==> src/rtl/pfs_pkg.sv <==
package pfs_pkg;
  // Registered drive requests toward the gate driver stage
  typedef struct packed {
    logic kill;
    logic low;
    logic tri_st;
    logic dis;
  } pfs_drive_t;
endpackage

==> src/rtl/pfs_run_counter.sv <==
// Counts consecutive strobes with the fault present; hit fires on the strobe
// that completes RUN of them, and the count restarts after the hit.
module pfs_run_counter #(
  parameter int RUN = 32
) (
  input  logic clk,
  input  logic rst,
  input  logic clr,
  input  logic strobe,
  input  logic fault,
  output logic hit
);
  localparam int W = $clog2(RUN + 1);
  localparam logic [W-1:0] LAST = W'(RUN - 1);

  logic [W-1:0] cnt;

  assign hit = strobe && fault && (cnt == LAST);

  always_ff @(posedge clk) begin
    if (rst || clr) begin
      cnt <= '0;
    end else if (strobe) begin
      if (!fault || hit) cnt <= '0;
      else               cnt <= cnt + 1'b1;
    end
  end
endmodule

==> src/rtl/pfs_gate_ctrl.sv <==
// Latch state and registered gate requests with priority latch > OV > OC.
module pfs_gate_ctrl
  import pfs_pkg::*;
(
  input  logic       clk,
  input  logic       rst,
  input  logic       en,
  input  logic       cycle_end,
  input  logic       oc_now,
  input  logic       ov_now,
  input  logic       oc_hit,
  input  logic       ov_hit,
  input  logic       uv_hit,
  output logic       latched,
  output logic       oc_cyc,
  output pfs_drive_t drv
);
  logic latched_q, ocf_q, lgf_q, dis_q;
  logic latch_set;

  assign latch_set = !latched_q && (oc_hit || ov_hit);
  assign oc_cyc    = ocf_q || oc_now;

  always_ff @(posedge clk) begin
    if (rst || !en) begin
      latched_q <= 1'b0;
      ocf_q     <= 1'b0;
      lgf_q     <= 1'b0;
      dis_q     <= 1'b0;
    end else if (latched_q || latch_set) begin
      latched_q <= 1'b1;
      ocf_q     <= 1'b0;
      lgf_q     <= 1'b0;
      dis_q     <= 1'b0;
    end else begin
      ocf_q <= cycle_end ? 1'b0 : (ocf_q || oc_now);
      lgf_q <= ov_now;
      dis_q <= uv_hit;
    end
  end

  assign latched    = latched_q;
  assign drv.kill   = ocf_q || lgf_q;
  assign drv.low    = lgf_q;
  assign drv.tri_st = latched_q;
  assign drv.dis    = dis_q;
endmodule

==> src/rtl/pwm_fault_supervisor.sv <==
module pwm_fault_supervisor
  import pfs_pkg::*;
#(
  parameter int OC_RUN = 32,
  parameter int UV_RUN = 8,
  parameter int OV_RUN = 32
) (
  input  logic clk,
  input  logic rst,
  input  logic ss_en,
  input  logic ss_done,
  input  logic cycle_end,
  input  logic hs_on,
  input  logic oc_trip,
  input  logic uv_trip,
  input  logic ov_trip,
  output logic hg_kill,
  output logic lg_force,
  output logic gate_tristate,
  output logic ss_discharge,
  output logic fault_latched
);
  logic       oc_now, ov_now, oc_cyc, latched, cnt_clr;
  logic       oc_hit, uv_hit, ov_hit;
  pfs_drive_t drv;

  assign oc_now  = hs_on && oc_trip;
  assign ov_now  = ss_done && ov_trip;
  assign cnt_clr = !ss_en || latched;

  pfs_run_counter #(.RUN(OC_RUN)) u_oc_run (
    .clk(clk), .rst(rst), .clr(cnt_clr), .strobe(cycle_end),
    .fault(oc_cyc), .hit(oc_hit)
  );

  pfs_run_counter #(.RUN(UV_RUN)) u_uv_run (
    .clk(clk), .rst(rst), .clr(cnt_clr), .strobe(cycle_end),
    .fault(uv_trip), .hit(uv_hit)
  );

  pfs_run_counter #(.RUN(OV_RUN)) u_ov_run (
    .clk(clk), .rst(rst), .clr(cnt_clr), .strobe(cycle_end),
    .fault(ov_now), .hit(ov_hit)
  );

  pfs_gate_ctrl u_gate (
    .clk(clk), .rst(rst), .en(ss_en), .cycle_end(cycle_end),
    .oc_now(oc_now), .ov_now(ov_now), .oc_hit(oc_hit), .ov_hit(ov_hit),
    .uv_hit(uv_hit), .latched(latched), .oc_cyc(oc_cyc), .drv(drv)
  );

  assign hg_kill       = drv.kill;
  assign lg_force      = drv.low;
  assign gate_tristate = drv.tri_st;
  assign ss_discharge  = drv.dis;
  assign fault_latched = latched;
endmodule

==> config.mk <==
export PLATFORM = sky130hd
export DESIGN_NAME = pwm_fault_supervisor
export DESIGN_NICKNAME = d
export VERILOG_FILES = /design/src/rtl/pfs_pkg.sv /design/src/rtl/pfs_run_counter.sv /design/src/rtl/pfs_gate_ctrl.sv /design/src/rtl/pwm_fault_supervisor.sv
export SDC_FILE = /design/constraint.sdc
export NUM_CORES = 1
export LEC_CHECK = 0
export BUFFER_PORTS_ARGS = -buffer_cell sky130_fd_sc_hd__buf_2
export CAP_MARGIN = 25
export CORE_ASPECT_RATIO = 1.2
export CORE_MARGIN = 2
export CORE_UTILIZATION = 50
export DETAILED_ROUTE_END_ITERATION = 10
export PLACE_DENSITY = 0.8
export SYNTH_ARGS = -nofsm -noshare
export SYNTH_HDL_FRONTEND = slang
export SYNTH_HIERARCHICAL = 1
export SYNTH_SLANG_ARGS = --single-unit
==> constraint.sdc <==
create_clock -name clk -period 2.1 [get_ports clk]
set_clock_uncertainty 0.1 [all_clocks]
set_input_delay 0.21 -clock clk [delete_from_list [all_inputs] [get_ports clk]]
set_output_delay 0.21 -clock clk [all_outputs]
set_load 0.01 [all_outputs]
==> metrics.cfg, run 1 <==
[outcome]
run_status=complete, no violations

[global_route]
number_of_global_route_vias_before_repair=722
largest_net_degree_at_the_start_of_global_routing=12
overflow=0
grtUsageTotal=0.171
grt_first_pass_wirelength_um=2880
number_of_antenna_violations_at_the_first_check_in_global_routing=0

[routing]
detail_route.vias_per_cell=5.48
routed_wire_length_um=1760
routedWlPerCell_um=12.8
met1_length_um=680
route.detailed.drc=0
wl_met2_um=1010
routed-via-count=756
route.top_layer_used=met4
dr.pass1.iters=4
antenna_left=0
routed_length_on_met3_um=55
detailedRoute.firstIterationViolations=9

[run]
max_cap_violations=0

[min_path]
min_path_type=in2reg

[worst_setup_path]
timing.critical_path.from_type=flop
timing.critical_path.fanout_max=4
worst-endpoint-arrival_ns=1.85
timing.setup.critical_path_class=reg2reg
setup.worst_path.end_class=flop
required_time_at_the_worst_slack_endpoint_ns=2.20
max_stage_delay_ns=0.46
ordered_list_of_cells_on_the_worst_path=ha_1 -> nand4_1 -> nor4_1 -> nor3_4 -> and4b_1
worst_path_max_delay_cell=sky130_fd_sc_hd__nor4_1

[synth]
netlist_area_um2=986
dominantRegCellSynth=sky130_fd_sc_hd__dfxtp_1
ys_top_cells_by_area=sky130_fd_sc_hd__dfxtp_1, sky130_fd_sc_hd__o311ai_4, sky130_fd_sc_hd__nor2_1
synth_top_area_share=0.406
synth_cells=104
netlist-cell-type-count=29
avgSynthCellArea_um2=9.48
synth-edff-count=0
seq_area_frac_synth=0.406
synth-async-reset-ratio=0
synth_seq_cells=20
synth_fp_nets=116
synthDominantAreaCellType=sky130_fd_sc_hd__dfxtp_1
yosysWarningCount=6

[floorplan]
std_cell_rows=17
floorplan.initialDensity=0.533
die-width_um=44.5
floorplan.core_area_um2=1850
die_outline_area_um2=2340
top_level_ports=14
die_h_um=52.6

[sta]
fin_crit_ns=1.76
setup_tns_ns=0
number_of_endpoints_with_negative_hold_slack_in_the_final_report=0
timing_max_transition_violations_final=0
clock.fmax_ghz=0.569
worst_slew_margin_rel=0.652
setup-violations-final=0
grt_setup_unrepaired=no
timing.final.ws_setup_ns=0.344
transition_time_at_the_pin_with_the_least_slew_margin_ns=0.518
timing.final.crit_share=0.836

[clock_network]
later_pin_clock_latency_in_the_skew_report_ns=0.29
post_cts_hold_buffer_count=0
clk_pin_slew_worst_paths_ns=0.11
clock_sink_count=20
post_cts_setup_bufs=0
cts_made_buffers=3
cts.htree.levels=1
root_cell_of_the_clock_tree=sky130_fd_sc_hd__clkbuf_4
tritoncts=yes
maximum_clock_path_buffer_count=2
postCtsResizedCells=0

[finish]
antenna_cells=0
area_growth_pct=11.2
fin_area_um2=1100
layout-drive-gt1-share=0.227
final_net_count=132

[pwr]
peakVddDrop_mv=0.383
power_uw=657
pwr_density_cell_nw_per_um2=599
power.static_leakage_uw=0.000443

[place]
post-place-ws_ns=0.364
buffer_ports.inserted=13
post-dp-hpwl_um=1420
postPlaceCellArea_um2=1060
place.gp.congestion=0.699

[power by group]
part	switching (uW)	total, uW	internal [uW]
Combinational	29.6	53.9	24.2
Clock	112	217	106
Sequential	2.90	385	383
[sequential cells by signal, summed over array words and instances (netlist names)]
name            flops
u_ov_run/cnt        6
u_gate/ocf_q        1
u_gate/latched      1
u_oc_run/cnt        6
u_gate/dis_q        1
u_gate/lgf_q        1
u_uv_run/cnt        4
[per-stage QoR]
stage | hold slack, ns | std cells | utilization
finish | 0.125 | 138 | 0.592
global route | 0.132 | 138 | 0.592
CTS | 0.106 | 138 | 0.592
detailed placement | 0.377 | 134 | 0.573
global placement | 0.367 | 134 | 0.573
floorplan | 0.258 | 104 | -
[worst max-delay path, delay by kind of cell, from the launching register on]
family | cells | cell delay [ns]
and+or+nand+nor | 4 | 0.98
DFF | 1 | 0.40
adders and majority gates | 1 | 0.18
[cell families after synthesis]
logic type	after synthesis	synth area share
simple gates	51	0.307
fa+ha+maj	3	0.0381
compound gates	11	0.107
mux	2	0.0203
buf+inv	8	0.0419
flops	20	0.406
xor+xnor	9	0.0799
[final cells by class]
cell class | instances | area (um^2)
clock buffer | 4 | 36.3
fill | 159 | 754
inverter | 5 | 18.8
multi-input combinational | 76 | 544
sequential | 20 | 400
tap | 19 | 23.8
timing repair buffer | 14 | 72.6
[cell usage after synthesis, types with 2 or more instances]
library cell	number
sky130_fd_sc_hd__dfxtp_1	20
sky130_fd_sc_hd__nor2_1	13
sky130_fd_sc_hd__nand2_1	9
sky130_fd_sc_hd__inv_1	5
sky130_fd_sc_hd__xor2_1	5
sky130_fd_sc_hd__a21oi_1	4
sky130_fd_sc_hd__nand4_1	4
sky130_fd_sc_hd__xnor2_1	4
sky130_fd_sc_hd__buf_4	3
sky130_fd_sc_hd__ha_1	3
sky130_fd_sc_hd__nor2b_1	3
sky130_fd_sc_hd__o21ai_0	3
sky130_fd_sc_hd__a21oi_2	2
sky130_fd_sc_hd__and2_1	2
sky130_fd_sc_hd__and3_1	2
sky130_fd_sc_hd__mux2i_1	2
sky130_fd_sc_hd__nand4_2	2
sky130_fd_sc_hd__nand4b_1	2
sky130_fd_sc_hd__nor4_1	2
sky130_fd_sc_hd__o311ai_4	2
sky130_fd_sc_hd__or2_1	2
sky130_fd_sc_hd__or2b_1	2
sky130_fd_sc_hd__or3_1	2
[placed cells by master (no fill, tap or decap), types with 4 or more instances in the layout]
cell type                 synthesis  routed
sky130_fd_sc_hd__a21oi_1          4       4
sky130_fd_sc_hd__buf_2            0      13
sky130_fd_sc_hd__dfxtp_1         20      20
sky130_fd_sc_hd__inv_1            5       5
sky130_fd_sc_hd__nand2_1          9       9
sky130_fd_sc_hd__nand4_1          4       4
sky130_fd_sc_hd__nor2_1          13      13
sky130_fd_sc_hd__xnor2_1          4       4
sky130_fd_sc_hd__xor2_1           5       5
[layer usage]
metal  vias to the layer above  track usage
li1                        389            -
met1                       353        0.173
met2                        12        0.316
met3                         2       0.0241
met4                         0        0.106
met5                         -            0
[path summary, 6_finish.rpt]
| path | startpoint | endpoint | slack [ns] | cells past startpoint |
|---|---|---|---|---|
| setup reg to reg | u_ov_run/cnt[0]$_SDFFE_PP0P_ | u_gate/ocf_q$_SDFF_PP0_ | 0.34 | 5 |
| hold / removal | uv_trip | u_uv_run/cnt[0]$_SDFFE_PP0P_ | 0.13 | 3 |
| setup / recovery | u_ov_run/cnt[0]$_SDFFE_PP0P_ | u_gate/ocf_q$_SDFF_PP0_ | 0.34 | 5 |
| hold reg to reg | u_uv_run/cnt[1]$_SDFFE_PP0P_ | u_uv_run/cnt[1]$_SDFFE_PP0P_ | 0.38 | 2 |
Note: power is estimated with default switching activity, not from simulation.
==> run 2: changes to the inputs <==
CORE_UTILIZATION = 49   (was 50)
PLACE_DENSITY = 0.82   (was 0.8)
clock period = 1.4 ns   (was 2.1 ns; I/O delays follow)
==> run 2 against run 1 <==
Against the previous run:
- via count increased by 9.8%
- critical path depth unchanged
- die area increased by 1.9%
- global-route usage increased by 1.4 points
- the run now ends with setup timing left
- worst setup slack got worse by 0.41 ns
- highest routed layer unchanged
- hold slack got worse by 0.077 ns
- design area increased by 16%
- critical path type unchanged
- routed wire length increased by 17%
==> metrics.cfg, run 2 (synthesized netlist as in run 1, its figures left out) <==
[worst_setup_path]
crit_reg_reg_startpoint=u_ov_run/cnt[0]$_SDFFE_PP0P_
timing.critical_path.fanout_max=4
required_time_at_the_worst_slack_endpoint_ns=1.49
timing.rr.end=u_ov_run/cnt[1]$_SDFFE_PP0P_
crit_path_start=u_ov_run/cnt[0]$_SDFFE_PP0P_
critical_path.endpoint=u_ov_run/cnt[1]$_SDFFE_PP0P_
worst-endpoint-arrival_ns=1.55
timing.setup.critical_path_class=reg2reg
setup.worst_path.end_class=flop
reg2reg_depth=5
reg2reg_slack_ns=-0.07
timing.critical_path.from_type=flop

[routing]
routedWlPerCell_um=13.5
routed_wire_length_um=2060
routed-via-count=830
route.detailed.drc=0
detail_route.vias_per_cell=5.42
antenna_left=0
dr.pass1.iters=4
detailedRoute.firstIterationViolations=10

[place]
postPlaceCellArea_um2=1160
buffer_ports.inserted=13
place.gp.congestion=0.748
post-place-ws_ns=-0.0208
post-dp-hpwl_um=1540

[clock_network]
maximum_clock_path_buffer_count=2
tritoncts=yes
clock_sink_count=20
cts.htree.levels=1
clk_pin_slew_worst_paths_ns=0.12
cts_made_buffers=3
later_pin_clock_latency_in_the_skew_report_ns=0.31
root_cell_of_the_clock_tree=sky130_fd_sc_hd__clkbuf_4

[outcome]
failed_checks=setup timing
run_status=complete, but fails checks

[floorplan]
floorplan.core_area_um2=1870
die_outline_area_um2=2390
std_cell_rows=17
die-width_um=45.0
top_level_ports=14
die_h_um=53.1
floorplan.initialDensity=0.527

[sta]
setup-violations-final=8
clock.fmax_ghz=0.683
number_of_endpoints_with_negative_hold_slack_in_the_final_report=0
worst_slew_margin_rel=0.770
timing.final.ws_setup_ns=-0.0651
timing_max_transition_violations_final=0
transition_time_at_the_pin_with_the_least_slew_margin_ns=0.344
grt_setup_unrepaired=yes
timing.final.crit_share=1.05
fin_crit_ns=1.47

[finish]
multi_input_area_um2=598
layout-drive-gt1-share=0.381
reg_top3=u_oc_run/cnt x6, u_ov_run/cnt x6, u_uv_run/cnt x4
fin_area_um2=1270
antenna_cells=0
layout_common_cells=sky130_fd_sc_hd__buf_4, sky130_fd_sc_hd__dfxtp_1, sky130_fd_sc_hd__buf_2, sky130_fd_sc_hd__nor2_1, sky130_fd_sc_hd__nand2_1
area_growth_pct=28.6
register_area_um2=405
fin_util=0.677
final_net_count=147
num-fill-cells=123

[pwr]
power.static_leakage_uw=0.000517
peakVddDrop_mv=0.646
pwr_density_cell_nw_per_um2=806
power_uw=1020

[min_path]
min_path_type=in2reg

[global_route]
number_of_antenna_violations_at_the_first_check_in_global_routing=0
grtUsageTotal=0.185
grt_first_pass_wirelength_um=3220
largest_net_degree_at_the_start_of_global_routing=12
overflow=0
number_of_global_route_vias_before_repair=794

[run]
max_cap_violations=0

[run 2: cell count changes in the layout (fill, tap and decap cells not counted), moves of 2 or more]
cell                      delta
sky130_fd_sc_hd__buf_4      +15
sky130_fd_sc_hd__dfxtp_1     -4
sky130_fd_sc_hd__dfxtp_2     +4
sky130_fd_sc_hd__ha_1        -2
sky130_fd_sc_hd__ha_4        +2
sky130_fd_sc_hd__nor4_1      -2
[run 2: per-stage QoR]
stage	hold WS [ns]	TNS, ns	instances
2_1_floorplan	0.187	-0.183	104
3_3_place_gp	0.362	0	143
3_5_place_dp	0.377	-0.0330	143
4_1_cts	0.0461	-0.0561	149
5_1_grt	0.0529	-1.23	153
6_report	0.0480	-0.276	153
[run 2: worst max-delay path, stage by stage, from the launching register on]
cell	delay, ns
sky130_fd_sc_hd__dfxtp_2	0.37
sky130_fd_sc_hd__ha_4	0.13
sky130_fd_sc_hd__nand4_1	0.12
sky130_fd_sc_hd__buf_4	0.18
sky130_fd_sc_hd__o311ai_4	0.35
sky130_fd_sc_hd__nor2_1	0.10
[run 2: layer usage]
layer  routed length, um  GRT usage  vias up
li1                    -          -      417
met1                 852      0.200      394
met2                1120      0.345       17
met3                  79     0.0410        2
met4                  14     0.0588        0
met5                   0          0        -
[run 2: cell type report]
type                    count  area share
well taps                  19      0.0188
clock buffers               4      0.0286
multi-input cells          76       0.472
inverters                   5      0.0148
flip-flops and latches     20       0.320
repair buffers             29       0.146
[run 2: how the worst min path moves through the flow]
stage,from,to,slack [ns],cells after the start
CTS,uv_trip,u_uv_run/cnt[2]$_SDFFE_PP0P_,0.05,3
floorplan,cycle_end,u_ov_run/cnt[0]$_SDFFE_PP0P_,0.19,2
finish,uv_trip,u_uv_run/cnt[2]$_SDFFE_PP0P_,0.05,3
global route,uv_trip,u_uv_run/cnt[1]$_SDFFE_PP0P_,0.05,3
detailed placement,uv_trip,u_uv_run/cnt[2]$_SDFFE_PP0P_,0.38,3
global placement,u_uv_run/cnt[1]$_SDFFE_PP0P_,u_uv_run/cnt[1]$_SDFFE_PP0P_,0.36,2
[run 2: what timing repair did]
item                       CTS  global route
gates resized for setup      0             3
hold buffers                 0             0
pin swaps                    0             8
buffers inserted             2             4
setup endpoints to repair    6            12
cloned                       0             0
[run 2: report_power, final]
group          leakage, uW  switching, uW  total, uW  internal (uW)
Combinational     0.000333           50.4       94.3           43.8
Sequential        0.000163           4.25        579            574
Clock            0.0000210            189        348            159
==> run 3: changes to the inputs <==
RECOVER_POWER = 50   (was not set)
==> run 3 against run 2 <==
Against the previous run:
- the flow still finishes with violations (setup timing)
- critical path type unchanged
- clock power is essentially flat
- clock-buffer cell count is the same
- combinational power shrank 0.5%
- utilization shrank 0.33 points
- hold slack is essentially flat
- sequential share of layout area grew 0.16 points
- maximum frequency is essentially flat
- worst setup slack lost 0.00088 ns
- sequential power is essentially flat
- register-to-register slack is essentially flat
- power is essentially flat
==> metrics.cfg, run 3 (synthesized netlist as in run 1, its figures left out) <==
[outcome]
run_status=complete, but fails checks
failed_checks=setup timing

[finish]
area_growth_pct=27.9
layout_common_cells=sky130_fd_sc_hd__buf_4, sky130_fd_sc_hd__dfxtp_1, sky130_fd_sc_hd__nor2_1, sky130_fd_sc_hd__nand2_1, sky130_fd_sc_hd__buf_2
layout-drive-gt1-share=0.343
final_net_count=147
reg_top3=u_oc_run/cnt x6, u_ov_run/cnt x6, u_uv_run/cnt x4
fin_area_um2=1260
antenna_cells=0
num-fill-cells=126

[pwr]
power_uw=1020
peakVddDrop_mv=0.645
power.static_leakage_uw=0.000496
pwr_density_cell_nw_per_um2=810

[worst_setup_path]
timing.critical_path.fanout_max=4
setup.worst_path.end_class=flop
timing.setup.critical_path_class=reg2reg
required_time_at_the_worst_slack_endpoint_ns=1.49
crit_path_start=u_ov_run/cnt[1]$_SDFFE_PP0P_
crit_reg_reg_startpoint=u_ov_run/cnt[1]$_SDFFE_PP0P_
worst-endpoint-arrival_ns=1.56
reg2reg_slack_ns=-0.07
timing.critical_path.from_type=flop

[min_path]
min_path_type=in2reg
holdCritStartpoint=uv_trip

[sta]
timing.final.ws_setup_ns=-0.0660
setup-violations-final=8
fin_crit_ns=1.47
number_of_endpoints_with_negative_hold_slack_in_the_final_report=0
grt_setup_unrepaired=yes
timing.final.crit_share=1.05
transition_time_at_the_pin_with_the_least_slew_margin_ns=0.344
clock.fmax_ghz=0.682
worst_slew_margin_rel=0.770
final_hold_slack_ns=0.0482
timing_max_transition_violations_final=0

[routing]
dr.pass1.iters=4
routed_length_on_met3_um=83
route.top_layer_used=met4
routed-via-count=829
antenna_left=0
detail_route.vias_per_cell=5.42
routed_wire_length_um=2070
detailedRoute.firstIterationViolations=10
routedWlPerCell_um=13.5
met1_length_um=856
wl_met2_um=1110
route.detailed.drc=0

[place]
post-dp-hpwl_um=1540
postPlaceCellArea_um2=1160
post-place-ws_ns=-0.0208
place.gp.congestion=0.748
buffer_ports.inserted=13

[clock_network]
clk_pin_slew_worst_paths_ns=0.11
root_cell_of_the_clock_tree=sky130_fd_sc_hd__clkbuf_4
cts.htree.levels=1
tritoncts=yes
post_cts_hold_buffer_count=0
later_pin_clock_latency_in_the_skew_report_ns=0.31
clock_sink_count=20
maximum_clock_path_buffer_count=2
cts_made_buffers=3

[global_route]
largest_net_degree_at_the_start_of_global_routing=12
overflow=0
number_of_antenna_violations_at_the_first_check_in_global_routing=0
grt_first_pass_wirelength_um=3220
number_of_global_route_vias_before_repair=794
grtUsageTotal=0.185

[floorplan]
die_h_um=53.1
floorplan.initialDensity=0.527
die-width_um=45.0
die_outline_area_um2=2390
floorplan.core_area_um2=1870
top_level_ports=14
std_cell_rows=17

[run]
max_cap_violations=0

-- run 3: cell count changes in the layout (fill, tap and decap cells not counted) --
cell,previous run,this run
sky130_fd_sc_hd__buf_2,13,8
sky130_fd_sc_hd__clkbuf_1,0,5
-- run 3: routing by layer --
layer	global-route usage	up-vias
met5	0	-
met4	0.0588	0
met3	0.0410	2
met2	0.345	17
met1	0.200	393
li1	-	417
-- run 3: critical path: stages (launching register included) --
cell and delay [ns]:
sky130_fd_sc_hd__dfxtp_2 0.38, sky130_fd_sc_hd__ha_4 0.14, sky130_fd_sc_hd__nand4_1 0.12, sky130_fd_sc_hd__buf_4 0.18, sky130_fd_sc_hd__o311ai_4 0.35, sky130_fd_sc_hd__nor2_1 0.10
-- run 3: cell type report --
class                   instances  area [um^2]  share of cell area
clock buffers                   4         36.3              0.0288
inverters                       5         18.8              0.0149
multi-input cells              76          598               0.474
flip-flops and latches         20          405               0.321
well taps                      19         23.8              0.0188
repair buffers                 29          179               0.142
-- run 3: power breakdown --
part	leakage [uW]	switching, uW	internal, uW	total, uW
combinational	0.000311	50.5	43.3	93.8
clock	0.0000210	190	159	349
sequential	0.000163	4.28	574	579
total	0.000496	245	777	1020
-- run 3: worst paths after layout --
path | end | cells past startpoint
worst max-delay path | u_ov_run/cnt[1]$_SDFFE_PP0P_ | 5
worst min-delay path | u_uv_run/cnt[2]$_SDFFE_PP0P_ | 3
worst max register to register | u_ov_run/cnt[1]$_SDFFE_PP0P_ | 5
worst min register to register | u_uv_run/cnt[0]$_SDFFE_PP0P_ | 2
-- run 3: timing repair --
item / in CTS / in global routing
gates cloned: 0 / 0
pin swaps: 0 / 8
endpoints found under the setup margin: 6 / 12
buffers inserted: 2 / 4
gates resized for setup: 0 / 3
-- run 3: metrics by stage --
step	utilization	cells	TNS, ns
2_1_floorplan	-	104	-0.183
3_3_place_gp	0.620	143	0
3_5_place_dp	0.620	143	-0.0330
4_1_cts	0.647	149	-0.0561
5_1_grt	0.674	153	-1.23
6_report	0.674	153	-0.276
